`src/rtl/blit_pkg.sv`:
```
package blit_pkg;

  typedef enum logic [2:0] {
    ST_IDLE,
    ST_PIX,
    ST_SREQ,
    ST_SWAIT,
    ST_DREQ,
    ST_DWAIT,
    ST_WREQ
  } blit_state_e;

  localparam logic [3:0] IDX_SRC_START = 4'd0;
  localparam logic [3:0] IDX_DST_START = 4'd1;
  localparam logic [3:0] IDX_SRC_PITCH = 4'd2;
  localparam logic [3:0] IDX_DST_PITCH = 4'd3;
  localparam logic [3:0] IDX_WIDTH     = 4'd4;
  localparam logic [3:0] IDX_HEIGHT    = 4'd5;
  localparam logic [3:0] IDX_FG_COLOUR = 4'd6;
  localparam logic [3:0] IDX_CONTROL   = 4'd7;
  localparam logic [3:0] IDX_LAUNCH    = 4'd8;

  localparam logic [3:0] OPC_COPY     = 4'h8;
  localparam logic [3:0] OPC_COPY_INV = 4'h9;

  localparam logic [1:0] DM_SKIP_FIRST = 2'd1;
  localparam logic [1:0] DM_SKIP_LAST  = 2'd2;

endpackage

```
`src/rtl/blit_mix.sv`:
```
module blit_mix #(
  parameter int PIX_W = 8
) (
  input  logic [3:0]       mix_code,
  input  logic             invert,
  input  logic [PIX_W-1:0] s_op,
  input  logic [PIX_W-1:0] d_op,
  output logic [PIX_W-1:0] result
);

  function automatic logic [PIX_W-1:0] apply_mix(input logic [3:0] code,
                                                 input logic [PIX_W-1:0] s,
                                                 input logic [PIX_W-1:0] d);
    logic [PIX_W-1:0] r;
    case (code)
      4'h0: r = '0;
      4'h1: r = s & d;
      4'h2: r = s & ~d;
      4'h3: r = s;
      4'h4: r = ~s & d;
      4'h5: r = d;
      4'h6: r = s ^ d;
      4'h7: r = s | d;
      4'h8: r = ~s & ~d;
      4'h9: r = s ^ ~d;
      4'hA: r = ~d;
      4'hB: r = s | ~d;
      4'hC: r = ~s;
      4'hD: r = ~s | d;
      4'hE: r = ~s | ~d;
      default: r = '1;
    endcase
    return r;
  endfunction

  logic [PIX_W-1:0] raw;
  assign raw    = apply_mix(mix_code, s_op, d_op);
  assign result = invert ? ~raw : raw;

endmodule

```
`src/rtl/blit_walker.sv`:
```
module blit_walker #(
  parameter int ADDR_W = 22,
  parameter int DIM_W  = 12
) (
  input  logic              clk,
  input  logic              rst_n,
  input  logic              load,
  input  logic              step,
  input  logic [DIM_W-1:0]  width_m1,
  input  logic [DIM_W-1:0]  height_m1,
  input  logic              x_neg,
  input  logic              y_neg,
  input  logic [ADDR_W-1:0] src_start,
  input  logic [ADDR_W-1:0] dst_start,
  input  logic [DIM_W-1:0]  src_pitch,
  input  logic [DIM_W-1:0]  dst_pitch,
  output logic [ADDR_W-1:0] src_addr,
  output logic [ADDR_W-1:0] dst_addr,
  output logic              row_first,
  output logic              row_last,
  output logic              last_pix
);

  function automatic logic [ADDR_W-1:0] pix_addr(input logic [ADDR_W-1:0] base,
                                                 input logic [DIM_W-1:0]  pitch,
                                                 input logic [DIM_W-1:0]  xc,
                                                 input logic [DIM_W-1:0]  yc,
                                                 input logic              xn,
                                                 input logic              yn);
    logic [ADDR_W-1:0] row_off;
    logic [ADDR_W-1:0] col_off;
    row_off = ADDR_W'(yc) * ADDR_W'(pitch);
    col_off = ADDR_W'(xc);
    return base + (yn ? -row_off : row_off) + (xn ? -col_off : col_off);
  endfunction

  logic [DIM_W-1:0] x_q;
  logic [DIM_W-1:0] y_q;

  always_ff @(posedge clk) begin
    if (!rst_n || load) begin
      x_q <= '0;
      y_q <= '0;
    end else if (step) begin
      if (x_q == width_m1) begin
        x_q <= '0;
        y_q <= y_q + 1'b1;
      end else begin
        x_q <= x_q + 1'b1;
      end
    end
  end

  assign row_first = (x_q == '0);
  assign row_last  = (x_q == width_m1);
  assign last_pix  = row_last && (y_q == height_m1);
  assign src_addr  = pix_addr(src_start, src_pitch, x_q, y_q, x_neg, y_neg);
  assign dst_addr  = pix_addr(dst_start, dst_pitch, x_q, y_q, x_neg, y_neg);

endmodule

```
`src/rtl/blit_regs.sv`:
```
module blit_regs
  import blit_pkg::*;
#(
  parameter int ADDR_W = 22,
  parameter int DIM_W  = 12,
  parameter int PIX_W  = 8,
  parameter int DATA_W = 32
) (
  input  logic              clk,
  input  logic              rst_n,
  input  logic              we,
  input  logic [3:0]        idx,
  input  logic [DATA_W-1:0] wdata,
  input  logic              busy,
  output logic [ADDR_W-1:0] src_start,
  output logic [ADDR_W-1:0] dst_start,
  output logic [DIM_W-1:0]  src_pitch,
  output logic [DIM_W-1:0]  dst_pitch,
  output logic [DIM_W-1:0]  width_m1,
  output logic [DIM_W-1:0]  height_m1,
  output logic [PIX_W-1:0]  fg_colour,
  output logic [3:0]        mix_code,
  output logic              x_neg,
  output logic              y_neg,
  output logic [1:0]        draw_mode,
  output logic              fg_from_src,
  output logic [3:0]        opcode,
  output logic              go_accept
);

  logic wr_ok;
  logic op_known;
  logic unused_high;

  assign wr_ok       = we && !busy;
  assign op_known    = (opcode == OPC_COPY) || (opcode == OPC_COPY_INV);
  assign go_accept   = wr_ok && (idx == IDX_LAUNCH) && op_known;
  assign unused_high = ^wdata[DATA_W-1:ADDR_W];

  always_ff @(posedge clk) begin
    if (!rst_n) begin
      src_start   <= '0;
      dst_start   <= '0;
      src_pitch   <= '0;
      dst_pitch   <= '0;
      width_m1    <= '0;
      height_m1   <= '0;
      fg_colour   <= '0;
      mix_code    <= '0;
      x_neg       <= 1'b0;
      y_neg       <= 1'b0;
      draw_mode   <= '0;
      fg_from_src <= 1'b0;
      opcode      <= '0;
    end else if (wr_ok) begin
      case (idx)
        IDX_SRC_START: src_start <= wdata[ADDR_W-1:0];
        IDX_DST_START: dst_start <= wdata[ADDR_W-1:0];
        IDX_SRC_PITCH: src_pitch <= wdata[DIM_W-1:0];
        IDX_DST_PITCH: dst_pitch <= wdata[DIM_W-1:0];
        IDX_WIDTH:     width_m1  <= wdata[DIM_W-1:0];
        IDX_HEIGHT:    height_m1 <= wdata[DIM_W-1:0];
        IDX_FG_COLOUR: fg_colour <= wdata[PIX_W-1:0];
        IDX_CONTROL: begin
          mix_code    <= wdata[3:0];
          x_neg       <= wdata[4];
          y_neg       <= wdata[5];
          draw_mode   <= wdata[7:6];
          fg_from_src <= wdata[8];
          opcode      <= wdata[15:12];
        end
        default: ;
      endcase
    end
  end

endmodule

```
`src/rtl/blit_engine.sv`:
```
module blit_engine
  import blit_pkg::*;
#(
  parameter int ADDR_W = 22,
  parameter int DIM_W  = 12,
  parameter int PIX_W  = 8,
  parameter int DATA_W = 32
) (
  input  logic              clk,
  input  logic              rst_n,
  input  logic              cfg_we,
  input  logic [3:0]        cfg_idx,
  input  logic [DATA_W-1:0] cfg_wdata,
  output logic [7:0]        status,
  output logic              mem_valid,
  input  logic              mem_ready,
  output logic              mem_we,
  output logic [ADDR_W-1:0] mem_addr,
  output logic [PIX_W-1:0]  mem_wdata,
  input  logic              mem_rvalid,
  input  logic [PIX_W-1:0]  mem_rdata
);

  logic [ADDR_W-1:0] src_start, dst_start, src_addr, dst_addr;
  logic [DIM_W-1:0]  src_pitch, dst_pitch, width_m1, height_m1;
  logic [PIX_W-1:0]  fg_colour, s_q, d_q, s_op, mix_out;
  logic [3:0]        mix_code, opcode;
  logic [1:0]        draw_mode;
  logic              x_neg, y_neg, fg_from_src;
  logic              go_accept, busy, skip_now, pix_done, op_done;
  logic              row_first, row_last, last_pix;
  blit_state_e       state_q, state_d;

  blit_regs #(.ADDR_W(ADDR_W), .DIM_W(DIM_W), .PIX_W(PIX_W), .DATA_W(DATA_W)) regs_i (
    .clk(clk), .rst_n(rst_n), .we(cfg_we), .idx(cfg_idx), .wdata(cfg_wdata), .busy(busy),
    .src_start(src_start), .dst_start(dst_start), .src_pitch(src_pitch),
    .dst_pitch(dst_pitch), .width_m1(width_m1), .height_m1(height_m1),
    .fg_colour(fg_colour), .mix_code(mix_code), .x_neg(x_neg), .y_neg(y_neg),
    .draw_mode(draw_mode), .fg_from_src(fg_from_src), .opcode(opcode),
    .go_accept(go_accept)
  );

  blit_walker #(.ADDR_W(ADDR_W), .DIM_W(DIM_W)) walk_i (
    .clk(clk), .rst_n(rst_n), .load(go_accept), .step(pix_done),
    .width_m1(width_m1), .height_m1(height_m1), .x_neg(x_neg), .y_neg(y_neg),
    .src_start(src_start), .dst_start(dst_start), .src_pitch(src_pitch),
    .dst_pitch(dst_pitch), .src_addr(src_addr), .dst_addr(dst_addr),
    .row_first(row_first), .row_last(row_last), .last_pix(last_pix)
  );

  assign s_op = fg_from_src ? s_q : fg_colour;

  blit_mix #(.PIX_W(PIX_W)) mix_i (
    .mix_code(mix_code), .invert(opcode == OPC_COPY_INV),
    .s_op(s_op), .d_op(d_q), .result(mix_out)
  );

  // named internal events used by the bound checker
  assign busy     = (state_q != ST_IDLE);
  assign skip_now = ((draw_mode == DM_SKIP_FIRST) && row_first) ||
                    ((draw_mode == DM_SKIP_LAST) && row_last);
  assign pix_done = ((state_q == ST_PIX) && skip_now) ||
                    ((state_q == ST_WREQ) && mem_ready);
  assign op_done  = pix_done && last_pix;

  always_comb begin
    state_d = state_q;
    case (state_q)
      ST_IDLE:  if (go_accept) state_d = ST_PIX;
      ST_PIX: begin
        if (skip_now)         state_d = last_pix ? ST_IDLE : ST_PIX;
        else if (fg_from_src) state_d = ST_SREQ;
        else                  state_d = ST_DREQ;
      end
      ST_SREQ:  if (mem_ready)  state_d = ST_SWAIT;
      ST_SWAIT: if (mem_rvalid) state_d = ST_DREQ;
      ST_DREQ:  if (mem_ready)  state_d = ST_DWAIT;
      ST_DWAIT: if (mem_rvalid) state_d = ST_WREQ;
      ST_WREQ:  if (mem_ready)  state_d = last_pix ? ST_IDLE : ST_PIX;
      default:  state_d = ST_IDLE;
    endcase
  end

  always_ff @(posedge clk) begin
    if (!rst_n) begin
      state_q <= ST_IDLE;
      s_q     <= '0;
      d_q     <= '0;
    end else begin
      state_q <= state_d;
      if (state_q == ST_SWAIT && mem_rvalid) s_q <= mem_rdata;
      if (state_q == ST_DWAIT && mem_rvalid) d_q <= mem_rdata;
    end
  end

  assign mem_valid = (state_q == ST_SREQ) || (state_q == ST_DREQ) || (state_q == ST_WREQ);
  assign mem_we    = (state_q == ST_WREQ);
  assign mem_addr  = (state_q == ST_SREQ) ? src_addr : dst_addr;
  assign mem_wdata = mix_out;
  assign status    = {busy, 7'b0};

endmodule

```
`config.mk`:
```
export PLATFORM = sky130hd
export DESIGN_NAME = blit_engine
export DESIGN_NICKNAME = d
export VERILOG_FILES = /design/src/rtl/blit_pkg.sv /design/src/rtl/blit_mix.sv /design/src/rtl/blit_walker.sv /design/src/rtl/blit_regs.sv /design/src/rtl/blit_engine.sv
export SDC_FILE = /design/constraint.sdc
export NUM_CORES = 1
export LEC_CHECK = 0
export BUFFER_PORTS_ARGS = -buffer_cell sky130_fd_sc_hd__buf_2
export CORE_UTILIZATION = 38
export CTS_CLUSTER_DIAMETER = 200
export DETAILED_ROUTE_END_ITERATION = 10
export PLACE_DENSITY = 0.56
export SYNTH_ARGS = -nofsm -noshare
export SYNTH_HDL_FRONTEND = slang
export SYNTH_SLANG_ARGS = --single-unit
```
`constraint.sdc`:
```
create_clock -name clk -period 12.3 [get_ports clk]
set_input_delay 1.845 -clock clk [delete_from_list [all_inputs] [get_ports clk]]
set_output_delay 1.845 -clock clk [all_outputs]
set_load 0.01 [all_outputs]
```
==> impl_metrics.py <==
metrics = {
    "cells_and_area": {
        "utilization": 0.412,
        "final_area_sq_um": 21600,
        "num_antenna_cells": 0,
        "drive_gt1_frac": 0.0651,
        "syn2layout_area_growth_pct": 7.15,
        "nets": 2839,
    },
    "clocking": {
        "post-cts-setup-buffer-count": 0,
        "cts_root_buffer": "clkbuf_16",
        "cts_buffer_depth": 2,
        "clk_pin_slew_ps": 70,
        "cts-resized-gates": 0,
        "tritoncts": "built",
        "clk_latency_ps": 460,
        "cts_hold_buf": 0,
        "cts_buffers": 17,
        "h-tree-depth": 4,
        "cts_sinks": 156,
    },
    "yosys": {
        "synth-edff-count": 0,
        "ys_warn_count": 0,
        "synth_flop_cell": "dfxtp_1",
        "synth_cell_types": 70,
        "synth-seq-area-share": 0.155,
        "ys_async_sr_fraction": 0,
        "ys_ff_latch": 156,
        "synth_area_sq_um": 20200,
        "synthesis.area_per_instance_sq_um": 8.33,
        "synthCells": 2421,
    },
    "place": {
        "portBuffers": 71,
        "gp_congestion": 0.878,
        "place_area_sq_um": 21000,
        "hpwl_mm": 42.5,
        "preCtsSetupSlack_ps": 1540,
    },
    "floorplan": {
        "die_w_um": 232,
        "io_pins": 89,
        "die_area_sq_um": 54000,
        "core_sq_um": 52400,
        "row_count": 84,
        "start_util": 0.384,
        "die_y_um": 232,
    },
    "setup_path": {
        "ff2ff_setup_slack_ps": 9030,
        "worst_path_max_delay_cell": "dfxtp_1",
        "path_common_cell": "fa_1",
        "startpoint_type": "register",
        "arrival_ps": 9390,
        "end_kind": "primary output",
        "path_max_fanout": 22,
        "worstPathRequired_ps": 10450,
        "critPathKind": "register to primary output",
        "cpPeakStageDelay_ps": 1030,
    },
    "worst_hold_path": {
        "hold_class": "register to register",
    },
    "timing": {
        "skew_ps": 15.9,
        "rsz0062_at_grt": "no",
        "hold_violations": 0,
        "final.period_utilization": 0.913,
        "hold_ws_ps": 467,
        "fmaxAchievable_ghz": 0.0890,
        "setup_ws_ps": 1070,
        "max_slew_margin": 0.203,
        "fin_crit_ps": 11230,
        "fin_setup_tns_ps": 0,
        "setup_viol_count_final": 0,
        "worstMarginPinSlew_ps": 1200,
        "slew_violations": 0,
    },
    "pwr": {
        "peakVddDrop_uv": 105,
        "p_per_area_nw_per_um2": 51.9,
        "power_leakage_uw": 0.0102,
    },
    "drt": {
        "num_vias": 15868,
        "firstDrtPassIters": 5,
        "drtIter0Drc": 949,
        "avgRoutedWirePerCell_um": 17.4,
        "viasPerCell": 5.12,
        "drt-total-wl_mm": 54.0,
        "drc": 0,
        "drtAntennaViolNets": 0,
    },
    "status": {
        "status": "finished clean",
    },
    "run": {
        "maxCapViolations": 0,
    },
    "global_route": {
        "antenna_found_initial": 0,
        "grt.total_usage": 0.205,
        "grt_pass1_vias": 15916,
        "grt_pass1_wl_mm": 86.5,
        "grt.overflow.total": 0,
        "grt_max_degree": 117,
    },
}
[per-stage QoR]
stage | cells | total power (uW)
global route | 3098 | 1160
global placement | 3066 | 591
finish | 3098 | 1120
CTS | 3098 | 1130
floorplan | 2427 | 564
detailed placement | 3066 | 593
[sequential cells by signal (all words and copies together) (netlist names), 8 cells and up]
signal	flops
regs_i.fg_colour	8
regs_i.dst_pitch	12
s_q	8
regs_i.src_start	22
regs_i.width_m1	12
regs_i.height_m1	12
regs_i.dst_start	22
regs_i.src_pitch	12
walk_i.y_q	12
walk_i.x_q	12
d_q	8
[Yosys cell counts (6+ instances only)]
| cell type | n | area [sq um] |
|---|---|---|
| a31oi_1 | 9 | 56.3 |
| o21bai_1 | 8 | 60.1 |
| or3_1 | 17 | 106 |
| and2_1 | 113 | 707 |
| fa_1 | 242 | 4840 |
| nand3_1 | 22 | 110 |
| dfxtp_1 | 156 | 3120 |
| mux4_2 | 8 | 180 |
| nor2b_1 | 55 | 344 |
| clkbuf_1 | 119 | 447 |
| nor3_1 | 19 | 95.1 |
| mux2i_1 | 57 | 571 |
| and3_1 | 13 | 81.3 |
| nor2_1 | 77 | 289 |
| o31ai_1 | 13 | 97.6 |
| a21o_1 | 17 | 128 |
| buf_4 | 8 | 60.1 |
| a211oi_1 | 7 | 52.6 |
| ha_1 | 151 | 1890 |
| a21boi_0 | 89 | 668 |
| xnor2_1 | 109 | 955 |
| o211ai_1 | 6 | 45.0 |
| inv_1 | 307 | 1150 |
| a21oi_1 | 84 | 420 |
| nand2_1 | 432 | 1620 |
| xor2_1 | 66 | 578 |
| nor3b_1 | 9 | 67.6 |
| buf_1 | 11 | 41.3 |
| o21a_1 | 8 | 60.1 |
| o31a_1 | 6 | 52.6 |
| o21ai_0 | 64 | 320 |
| nand2b_1 | 22 | 138 |
| nor4_1 | 9 | 56.3 |
| nand4_1 | 13 | 81.3 |
[critical path, delay by kind of cell (launching register included)]
family | cells | cell delay (ps)
xor gates and xnor gates | 3 | 560
muxes | 1 | 170
buffers and inverters | 4 | 290
DFF | 1 | 1030
adders and majority gates | 8 | 3450
AOI/OAI and AO/OA | 10 | 2700
and+or+nand+nor | 2 | 710
[routing by layer]
layer	wire length, um	GRT usage
met1	25400	0.283
met2	25400	0.340
met3	2210	0.0219
met4	1020	0.0530
met5	0	0
[final timing paths]
check                                 startpoint  cells after the start               end
worst min-delay path            regs_i.opcode[3]                      2  regs_i.opcode[3]
worst max register to register     walk_i.x_q[8]                      8     walk_i.y_q[7]
worst min register to register  regs_i.opcode[3]                      2  regs_i.opcode[3]
worst max-delay path               walk_i.y_q[2]                     28      mem_addr[21]
[layout make-up]
type / instances / area (sq um)
Sequential cell: 156 / 3120
Inverter: 307 / 1150
Clock buffer: 17 / 425
Tap cell: 688 / 861
Fill cell: 5209 / 30800
Multi-Input combinational cell: 1821 / 15400
Timing Repair Buffer: 94 / 531
Clock inverter: 15 / 155
[cell usage in the layout (no fill, tap or decap), types with 24 or more instances in the layout]
cell	count
and2_1	113
o21ai_0	64
a21boi_0	89
fa_1	242
mux2i_1	57
buf_4	24
nor2_1	77
inv_1	307
xor2_1	66
nand2_1	432
buf_2	70
dfxtp_1	156
ha_1	151
a21oi_1	84
xnor2_1	109
nor2b_1	55
[power by group]
| group | leakage [uW] | internal, uW | total [uW] | switching (uW) |
|---|---|---|---|---|
| sequential | 0.00126 | 509 | 517 | 7.56 |
| clock | 0.000285 | 286 | 540 | 254 |
| combinational | 0.00862 | 22.8 | 63.8 | 41.0 |
[kinds of logic (layout without fill, tap and decap cells)]
kind of cell / Yosys count / count (layout) / share of synthesized area
compound gates: 348 / 348 / 0.114
xor+xnor: 175 / 175 / 0.0760
fa+ha+maj: 393 / 393 / 0.334
buf+inv: 450 / 433 / 0.0856
flops: 156 / 156 / 0.155
mux: 67 / 67 / 0.0384
other cells: 1 / 7 / 0.000186
simple gates: 831 / 831 / 0.197
No activity file was read; power rests on OpenSTA's default activity.
